### config.mk
export PLATFORM = sky130hd
export DESIGN_NAME = serial_rx_flags
export DESIGN_NICKNAME = d
export VERILOG_FILES = /design/src/rtl/srx_pkg.sv /design/src/rtl/srx_sync.sv /design/src/rtl/srx_framer.sv /design/src/rtl/srx_hold.sv /design/src/rtl/serial_rx_flags.sv
export SDC_FILE = /design/constraint.sdc
export NUM_CORES = 1
export LEC_CHECK = 0
export ABC_AREA = 1
export CORE_MARGIN = 1
export CORE_UTILIZATION = 25
export DETAILED_ROUTE_END_ITERATION = 10
export GPL_ROUTABILITY_DRIVEN = 0
export SYNTH_ARGS = -nofsm -noshare
export SYNTH_HDL_FRONTEND = slang
export SYNTH_SLANG_ARGS = --single-unit
### constraint.sdc
create_clock -name clk -period 2.9 [get_ports clk]
set_input_delay 0.29 -clock clk [delete_from_list [all_inputs] [get_ports clk]]
set_output_delay 0.29 -clock clk [all_outputs]
set_load 0.01 [all_outputs]
### src/rtl/srx_pkg.sv
package srx_pkg;

   localparam int SRX_BYTE_W = 8;

   typedef enum logic [2:0] {
      ST_IDLE,
      ST_START,
      ST_DATA,
      ST_PAR,
      ST_STOP1,
      ST_STOP2
   } srx_state_e;

   typedef struct packed {
      logic [SRX_BYTE_W-1:0] data;
      logic                  pe;
      logic                  fe;
      logic                  brk;
   } srx_char_t;

endpackage

### src/rtl/srx_sync.sv
module srx_sync #(
   parameter int STAGES = 2
) (
   input  logic clk,
   input  logic rst_n,
   input  logic din,
   output logic line_s,
   output logic fall
);
   logic [STAGES-1:0] q;
   logic              prev;

   for (genvar i = 0; i < STAGES; i++) begin : g_stage
      if (i == 0) begin : g_first
         always_ff @(posedge clk or negedge rst_n) begin
            if (!rst_n) q[i] <= 1'b1;
            else        q[i] <= din;
         end
      end else begin : g_next
         always_ff @(posedge clk or negedge rst_n) begin
            if (!rst_n) q[i] <= 1'b1;
            else        q[i] <= q[i-1];
         end
      end
   end

   always_ff @(posedge clk or negedge rst_n) begin
      if (!rst_n) prev <= 1'b1;
      else        prev <= q[STAGES-1];
   end

   assign line_s = q[STAGES-1];
   assign fall   = prev & ~q[STAGES-1];
endmodule

### src/rtl/srx_framer.sv
module srx_framer
   import srx_pkg::*;
#(
   parameter int OVERSAMPLE = 16,
   parameter int WORD_MIN   = 5,
   parameter int WORD_MAX   = 8,
   parameter int WLEN_W     = 2
) (
   input  logic              clk,
   input  logic              rst_n,
   input  logic              tick,
   input  logic              line_s,
   input  logic              fall,
   input  logic              en,
   input  logic [WLEN_W-1:0] wlen,
   input  logic [2:0]        par_mode,
   input  logic              stop2,
   output logic              done,
   output srx_char_t         char_o
);
   localparam int CNT_W = $clog2(OVERSAMPLE);
   localparam int IDX_W = $clog2(WORD_MAX);
   localparam logic [CNT_W-1:0] MID  = CNT_W'(OVERSAMPLE / 2 - 1);
   localparam logic [CNT_W-1:0] LAST = CNT_W'(OVERSAMPLE - 1);
   localparam logic [IDX_W-1:0] IDX_BASE = IDX_W'(WORD_MIN - 1);

   srx_state_e            state;
   logic [CNT_W-1:0]      cnt;
   logic [IDX_W-1:0]      bit_idx;
   logic [SRX_BYTE_W-1:0] shreg;
   logic                  pbit;
   logic                  allz;
   logic                  fe_acc;

   logic [IDX_W-1:0] last_idx;
   logic             par_present;
   logic             par_check;
   logic             odd_exp;
   logic             two_stop;
   logic             centre;
   logic             par_bad;

   assign last_idx    = IDX_BASE + IDX_W'(wlen);
   assign par_present = (par_mode[2:1] != 2'b11);
   assign par_check   = ~par_mode[2];
   assign odd_exp     = par_mode[1] ^ par_mode[0];
   assign two_stop    = stop2 && (wlen != '0);
   assign centre      = tick && (cnt == LAST);
   assign par_bad     = par_check && ((^shreg ^ pbit) != odd_exp);

   always_ff @(posedge clk or negedge rst_n) begin
      if (!rst_n) begin
         state   <= ST_IDLE;
         cnt     <= '0;
         bit_idx <= '0;
         shreg   <= '0;
         pbit    <= 1'b0;
         allz    <= 1'b0;
         fe_acc  <= 1'b0;
         done    <= 1'b0;
         char_o  <= '0;
      end else begin
         done <= 1'b0;
         if (!en) begin
            state <= ST_IDLE;
         end else begin
            unique case (state)
               ST_IDLE: begin
                  if (fall) begin
                     state   <= ST_START;
                     cnt     <= '0;
                     bit_idx <= '0;
                     shreg   <= '0;
                     pbit    <= 1'b0;
                     allz    <= 1'b1;
                     fe_acc  <= 1'b0;
                  end
               end
               ST_START: begin
                  if (tick) begin
                     if (cnt == MID) begin
                        cnt <= '0;
                        if (line_s) state <= ST_IDLE;
                        else        state <= ST_DATA;
                     end else begin
                        cnt <= cnt + 1'b1;
                     end
                  end
               end
               ST_DATA: begin
                  if (tick) cnt <= cnt + 1'b1;
                  if (centre) begin
                     shreg[bit_idx] <= line_s;
                     if (line_s) allz <= 1'b0;
                     if (bit_idx == last_idx) state <= par_present ? ST_PAR : ST_STOP1;
                     else                     bit_idx <= bit_idx + 1'b1;
                  end
               end
               ST_PAR: begin
                  if (tick) cnt <= cnt + 1'b1;
                  if (centre) begin
                     pbit <= line_s;
                     if (line_s) allz <= 1'b0;
                     state <= ST_STOP1;
                  end
               end
               ST_STOP1: begin
                  if (tick) cnt <= cnt + 1'b1;
                  if (centre) begin
                     if (two_stop) begin
                        fe_acc <= ~line_s;
                        if (line_s) allz <= 1'b0;
                        state <= ST_STOP2;
                     end else begin
                        done        <= 1'b1;
                        char_o.data <= shreg;
                        char_o.pe   <= par_bad;
                        char_o.fe   <= ~line_s;
                        char_o.brk  <= allz & ~line_s;
                        state       <= ST_IDLE;
                     end
                  end
               end
               ST_STOP2: begin
                  if (tick) cnt <= cnt + 1'b1;
                  if (centre) begin
                     done        <= 1'b1;
                     char_o.data <= shreg;
                     char_o.pe   <= par_bad;
                     char_o.fe   <= fe_acc | ~line_s;
                     char_o.brk  <= allz & ~line_s;
                     state       <= ST_IDLE;
                  end
               end
               default: state <= ST_IDLE;
            endcase
         end
      end
   end
endmodule

### src/rtl/srx_hold.sv
module srx_hold
   import srx_pkg::*;
(
   input  logic                  clk,
   input  logic                  rst_n,
   input  logic                  done,
   input  srx_char_t             char_i,
   input  logic                  rd_data,
   input  logic                  rd_stat,
   output logic [SRX_BYTE_W-1:0] rx_byte,
   output logic                  ready,
   output logic                  pe,
   output logic                  fe,
   output logic                  ov,
   output logic                  brk
);
   logic ready_eff;
   logic load;

   assign ready_eff = ready & ~rd_data;
   assign load      = done & ~ready_eff;

   always_ff @(posedge clk or negedge rst_n) begin
      if (!rst_n) begin
         rx_byte <= '0;
         ready   <= 1'b0;
         pe      <= 1'b0;
         fe      <= 1'b0;
         ov      <= 1'b0;
         brk     <= 1'b0;
      end else begin
         if (load) rx_byte <= char_i.data;
         ready <= ready_eff | done;
         ov    <= (ov  & ~rd_stat) | (done & ready_eff);
         pe    <= (pe  & ~rd_stat) | (load & char_i.pe);
         fe    <= (fe  & ~rd_stat) | (load & char_i.fe);
         brk   <= (brk & ~rd_stat) | (load & char_i.brk);
      end
   end
endmodule

### src/rtl/serial_rx_flags.sv
module serial_rx_flags
   import srx_pkg::*;
#(
   parameter int OVERSAMPLE  = 16,
   parameter int SYNC_STAGES = 2,
   parameter int WORD_MIN    = 5,
   parameter int WORD_MAX    = 8
) (
   input  logic       clk,
   input  logic       rst_n,
   input  logic       os_tick,
   input  logic       rx_in,
   input  logic [1:0] cfg_wlen,
   input  logic [2:0] cfg_par,
   input  logic       cfg_stop2,
   input  logic       cfg_rx_en,
   input  logic       host_rd_data,
   input  logic       host_rd_stat,
   output logic [7:0] rx_byte,
   output logic       flag_ready,
   output logic       flag_parity,
   output logic       flag_frame,
   output logic       flag_overrun,
   output logic       flag_break
);
   localparam int WLEN_W = 2;

   if (OVERSAMPLE < 4 || (OVERSAMPLE & (OVERSAMPLE - 1)) != 0) begin : g_bad_os
      $error("OVERSAMPLE must be a power of two of at least 4");
   end
   if (SYNC_STAGES < 2) begin : g_bad_sync
      $error("SYNC_STAGES must be at least 2");
   end
   if (WORD_MAX != SRX_BYTE_W) begin : g_bad_max
      $error("WORD_MAX must equal the holding register width");
   end
   if (WORD_MAX - WORD_MIN != (1 << WLEN_W) - 1) begin : g_bad_span
      $error("word length span must match the width of the length code");
   end

   logic      line_s;
   logic      fall;
   logic      fr_done;
   srx_char_t fr_char;

   srx_sync #(.STAGES(SYNC_STAGES)) u_sync (
      .clk    (clk),
      .rst_n  (rst_n),
      .din    (rx_in),
      .line_s (line_s),
      .fall   (fall)
   );

   srx_framer #(
      .OVERSAMPLE (OVERSAMPLE),
      .WORD_MIN   (WORD_MIN),
      .WORD_MAX   (WORD_MAX),
      .WLEN_W     (WLEN_W)
   ) u_framer (
      .clk      (clk),
      .rst_n    (rst_n),
      .tick     (os_tick),
      .line_s   (line_s),
      .fall     (fall),
      .en       (cfg_rx_en),
      .wlen     (cfg_wlen),
      .par_mode (cfg_par),
      .stop2    (cfg_stop2),
      .done     (fr_done),
      .char_o   (fr_char)
   );

   srx_hold u_hold (
      .clk     (clk),
      .rst_n   (rst_n),
      .done    (fr_done),
      .char_i  (fr_char),
      .rd_data (host_rd_data),
      .rd_stat (host_rd_stat),
      .rx_byte (rx_byte),
      .ready   (flag_ready),
      .pe      (flag_parity),
      .fe      (flag_frame),
      .ov      (flag_overrun),
      .brk     (flag_break)
   );
endmodule

Word level (Yosys, flattened, before mapping)
Index checks and enable logic that the tools add are counted.
{"block": "word_totals", "wordCells": 152, "input_bits": 13, "ff_bits": 49, "output_inout_bits": 13}
{"block": "op_classes", "eq_ne": 29, "bitwise_logic": 25, "addsub": 3, "n_reduce_logical": 23, "n_mux": 49, "n_lt_le_gt_ge": 2}
{"op": "two-way mux 3 bit", "count": 14}
{"op": "two-way mux 11 bit", "count": 3}
{"op": "one-hot mux 11 bit (2 select lines)", "count": 1}
{"op": "AND reduction 5 bit", "count": 4}
{"op": "inequality test 3 x 2 -> 1 bit, second input constant", "count": 6}
{"op": "one-hot mux 3 bit (6 select lines)", "count": 1}
{"op": "two-way mux 4 bit", "count": 4}
{"op": "two-way mux 8 bit", "count": 2}
{"op": "one-hot mux 8 bit (2 select lines)", "count": 1}
{"op": "two-way mux 1 bit", "count": 14}
{"op": "inequality test 2 x 1 -> 1 bit, second input constant", "count": 7}
{"op": "AND 1 bit", "count": 12}
{"op": "one-hot mux 4 bit (3 select lines)", "count": 1}
{"op": "inequality test 2 bit, second input constant", "count": 5}
{"op": "nonzero test 2 bit", "count": 5}
{"op": "bitwise mux 8 bit", "count": 1}
{"op": "AND reduction 4 bit", "count": 2}
{"op": "AND reduction 8 bit", "count": 1}
{"op": "parity 8 bit", "count": 1}
{"op": "equality test 3 x 2 -> 1 bit, second input constant", "count": 2}
{"op": "equality test 3 bit, second input constant", "count": 2}
{"op": "inequality test 3 bit, second input constant", "count": 2}
{"op": "OR 1 bit", "count": 6}
{"op": "one-hot mux 1 bit (2 select lines)", "count": 3}
{"op": "22 further kinds", "count": 31}

Logic depth before layout (Yosys ltp)
{"block": "logic_depth", "ltp_word": 7, "mapped_depth": 11}

Hierarchy
A second synthesis with hierarchy kept.
{"block": "unflattened", "cells_unflattened": 336, "hier_area_um2": 2642.5}
{"mod": "srx_framer", "area_per_inst_um2": 2042.0, "cells_per_inst": 275, "n_inst": 1}
{"mod": "srx_hold", "area_per_inst_um2": 511.7, "cells_per_inst": 56, "n_inst": 1}
{"mod": "srx_sync", "area_per_inst_um2": 88.8, "cells_per_inst": 5, "n_inst": 1}

Worst setup path before layout
OpenSTA, ideal clock, no wires.
{"block": "synth_path", "kind": "flip-flop to flip-flop", "start": "reg u_framer.state[1]", "end": "reg u_framer.cnt[1]", "slack_ps": 1334, "stages_incl_launch_ff": 8, "arrival_time_ps": 1435, "setup_time_ps": 131, "n_path_buf": 1, "cell_sequence": "dfrtp_1 > inv_2 > buf_4 > ha_1 > a21oi_1 > nor3_4 > nand3_1 > o21ai_0"}
{"block": "synth_via", "elab_chain_len": 4, "word_cells_on_any_way": 13}
{"item": "from (decl)", "line": "srx_framer.sv:27", "rtl": "srx_state_e state;"}
{"item": "from (signal assigned)", "line": "srx_framer.sv:95", "rtl": "if (bit_idx == last_idx) state <= par_present ? ST_PAR : ST_STOP1;"}
{"item": "equality test 3 x 2 -> 1 bit / equality test 3 bit (equally long branches)", "line": "srx_framer.sv:67", "rtl": "unique case (state)"}
{"item": "OR reduction 4 bit (no source line)"}
{"item": "inequality test 2 x 1 -> 1 bit (no source line) / nonzero test 3 bit (equally long branches)"}
{"item": "AND reduction 5 bit (no source line)"}
{"item": "to (signal assigned)", "line": "srx_framer.sv:86", "rtl": "cnt <= cnt + 1'b1;"}
{"item": "to (signal assigned)", "line": "srx_framer.sv:91", "rtl": "if (tick) cnt <= cnt + 1'b1;"}
{"item": "to (signal assigned)", "line": "srx_framer.sv:100", "rtl": "if (tick) cnt <= cnt + 1'b1;"}
{"item": "to (decl)", "line": "srx_framer.sv:28", "rtl": "logic [CNT_W-1:0] cnt;"}
Several ways; a longest one is shown, not always the timed one.
A chain may end at the register's enable or synchronous reset.

Final worst setup path
{"block": "layout_path", "start": "reg u_framer.state[1]", "end": "reg u_framer.char_o[2] (netlist bit)"}
{"block": "layout_via", "elab_chain_len": 3, "word_cells_on_any_way": 8}
{"item": "equality test 3 bit", "line": "srx_framer.sv:67"}
{"item": "inequality test 2 x 1 -> 1 bit (no source line) (tied with other cells)"}
{"item": "AND reduction 5 bit (no source line)"}
{"item": "to (decl)", "line": "srx_framer.sv:19", "rtl": "output srx_char_t char_o"}
Several ways; a longest one is shown, not always the timed one.

==> out/qor.yml <==
outcome:
  status: "completed"
timing:
  worst_pin_slew_ns: 1.08
  post-route-period-util_pct: 65.7
  period_needed_ns: 1.91
  fin_tns_setup_ns: 0
  slew_violations: 0
  finalSetupViolCount: 0
  final-hold-violation-count: 0
  setup_ws_ns: 0.993
  rsz0062_at_grt: "no"
  max_freq_ghz: 0.524
  slew_headroom_pct: 27.7
  clock_skew_ns: 0.00548
route:
  drc: 0
  postRouteAntennaNets: 0
  viasPerCell: 4.42
  top_layer: "met4"
  met2_length_um: 2360
  wire_per_inst_um: 10.7
  met3_length_um: 332
  routed_wl_um: 5470
  drt_iter0_drc: 117
  met1_length_um: 2720
  num_vias: 2270
  drt_first_pass_iters: 4
worst_setup_path:
  cp.arrival_ns: 2.15
  worstSetupEndpointType: "flip-flop"
  r2r_start: "u_framer.state[1]"
  worst_r2r_path_depth: 9
  critPathLaunchType: "flip-flop"
  worstPathMaxFanout: 23
  crit_start: "u_framer.state[1]"
  worstSetupPathType: "flip-flop to flip-flop"
  worst_ep_required_time_ns: 3.14
pwr:
  report.power.total_mw: 1.81
  leakagePower_nw: 1.44
  ir_drop_mv: 0.239
  power.density_mw_per_mm2: 563
logic_synthesis:
  syn_area_per_cell_um2: 7.84
  synth-seq-cells: 49
  syn_inst: 350
  synthFlopType: "dfrtp_1"
  netlist_area_mm2: 0.00274
  yosysWarnings: 0
  ys_types: 32
  async_reset_ff_share_pct: 100
  synth_enable_flop_cells: 0
  synth-seq-area-share_pct: 44.8
  synth_fp_nets: 368
die:
  coreArea_mm2: 0.0105
  num_rows: 37
  num_io_pins: 26
  dieArea_mm2: 0.0114
  start_util_pct: 26.2
  die_w_um: 107
  die_y_um: 107
global_route:
  gr-total-overflow: 0
  grt_pass1_vias: 2161
  grt_pass1_wl_um: 9910
  grt_max_degree: 50
  grt_usage_pct: 10.7
  antenna_found_initial: 0
clock_network:
  cts_resized: 0
  cts_tree: "built"
  path_clk_slew_ns: 0.10
  numCtsBuffers: 5
  clockBufferDepth: 2
  hold_buffers: 0
  cts_setup_buffers: 0
  htreeDepth: 2
  cts_root_buf: "clkbuf_8"
  cts_num_sinks: 49
  clkLatencyLatePin_ns: 0.30
place:
  dp_slack_ns: 0.829
  portBuffers: 25
  dp_hpwl_um: 4140
final_layout:
  regArea_mm2: 0.00123
  fill_cells: 1142
  final_nets: 394
  multiInputGateArea_mm2: 0.00131
  layout-drive-gt1-share_pct: 12.5
  syn_to_final_growth_pct: 17.4
  antenna_cells: 0
run:
  max_cap_violations: 0
hold_path:
  hold_path.class: "primary input to asynchronous set/reset pin"
state kept, by name (all words and copies together) (netlist names):
register / flops
u_framer.state: 3
u_framer.fe_acc: 1
u_sync.q: 1
u_framer.shreg: 8
u_framer.bit_idx: 3
u_framer.done: 1
u_framer.pbit: 1
u_hold.brk: 1
u_framer.allz: 1
u_framer.char_o: 11
u_hold.fe: 1
u_sync.line_s: 1
u_hold.ov: 1
u_hold.rx_byte: 8
u_hold.pe: 1
u_hold.ready: 1
u_sync.prev: 1
u_framer.cnt: 4
routing by layer:
layer | GRT usage, % | vias up
met1 | 14.7 | 1041
met4 | 3.13 | 0
met3 | 2.25 | 4
met5 | 0 | -
li1 | - | 1166
met2 | 16.7 | 59
path summary, 6_finish.rpt:
check | endpoint | slack, ns
setup / recovery | u_framer.char_o[2] | 0.99
setup reg to reg | u_framer.char_o[2] | 0.99
hold / removal | u_framer.shreg[0] | 0.18
hold reg to reg | u_sync.line_s | 0.36
max in group asynchronous | u_framer.char_o[1] | 2.05
min in group clk | u_sync.line_s | 0.36
placed cells by master (no fill, tap or decap):
cell type         n
nor3_4            1
dfrtp_1          46
o22ai_1           1
inv_1            42
dfstp_2           3
nand3_1          29
nand2_1          99
o21ai_1          14
ha_1              5
buf_2             1
nand3_4           1
nor3_1            7
nand2_2           4
mux2_2            7
o21ai_0          23
nor2_4            1
clkdlybuf4s50_1  24
xor2_1            2
o21a_1            2
inv_6             2
nor2_2            2
or2_2             1
a21oi_1           7
nand2_4           2
nand3_2           2
inv_2             3
a21oi_2           1
nor2_1           26
clkbuf_8          5
clkinvlp_4        1
o21ai_2           8
inv_4             1
xnor2_1           3
nor2_8            1
where the power goes:
part           switching [mW]  internal [mW]  total (mW)
registers              0.0700          0.735       0.805
logic                   0.383          0.201       0.584
clock network           0.249          0.176       0.425
worst max-delay path, stage by stage (launching register included):
cell     delay (ns)
dfrtp_1        0.51
inv_2          0.21
nand2_2        0.09
nor2_2         0.15
nand2_1        0.09
nand2_1        0.09
nand3_2        0.34
nor2_1         0.21
nand3_1        0.09
nand2_1        0.05
final cells by class:
type                    instances  area share [%]
clock buffers                   5            2.14
clock inverters                 3           0.777
inverters                      46            5.44
multi-input cells             249            40.6
flip-flops and latches         49            38.2
well taps                     136            5.28
repair buffers                 25            7.61
cells in the mapped netlist (3+ instances only):
cell type	n	area, um^2
dfrtp_1	46	1150
nor3_1	7	35.0
ha_1	5	62.6
o21ai_1	14	70.1
inv_1	42	158
o21ai_0	23	115
mux2_2	7	78.8
nor2_1	26	97.6
o21ai_2	8	70.1
inv_2	3	11.3
dfstp_2	3	78.8
nand2_1	99	372
nand3_1	29	145
buf_2	4	20.0
xnor2_1	3	26.3
a21oi_1	7	35.0
nand2_2	4	25.0
metrics by stage:
step                hold slack (ns)  utilization [%]  std cells  instance area [um^2]
floorplan                  -0.00559                -        350                  2740
global placement              0.346             29.9        505                  3130
detailed placement            0.351             29.9        505                  3130
CTS                           0.231             30.8        513                  3220
global route                  0.293             30.8        513                  3220
finish                        0.184             30.8        513                  3220
logic make-up after synthesis:
logic type | synth area share [%]
xor+xnor | 1.60
compound gates | 11.7
flops | 44.8
mux | 2.87
buf+inv | 7.53
simple gates | 29.2
fa+ha+maj | 2.28
No activity file was read; power rests on OpenSTA's default activity.
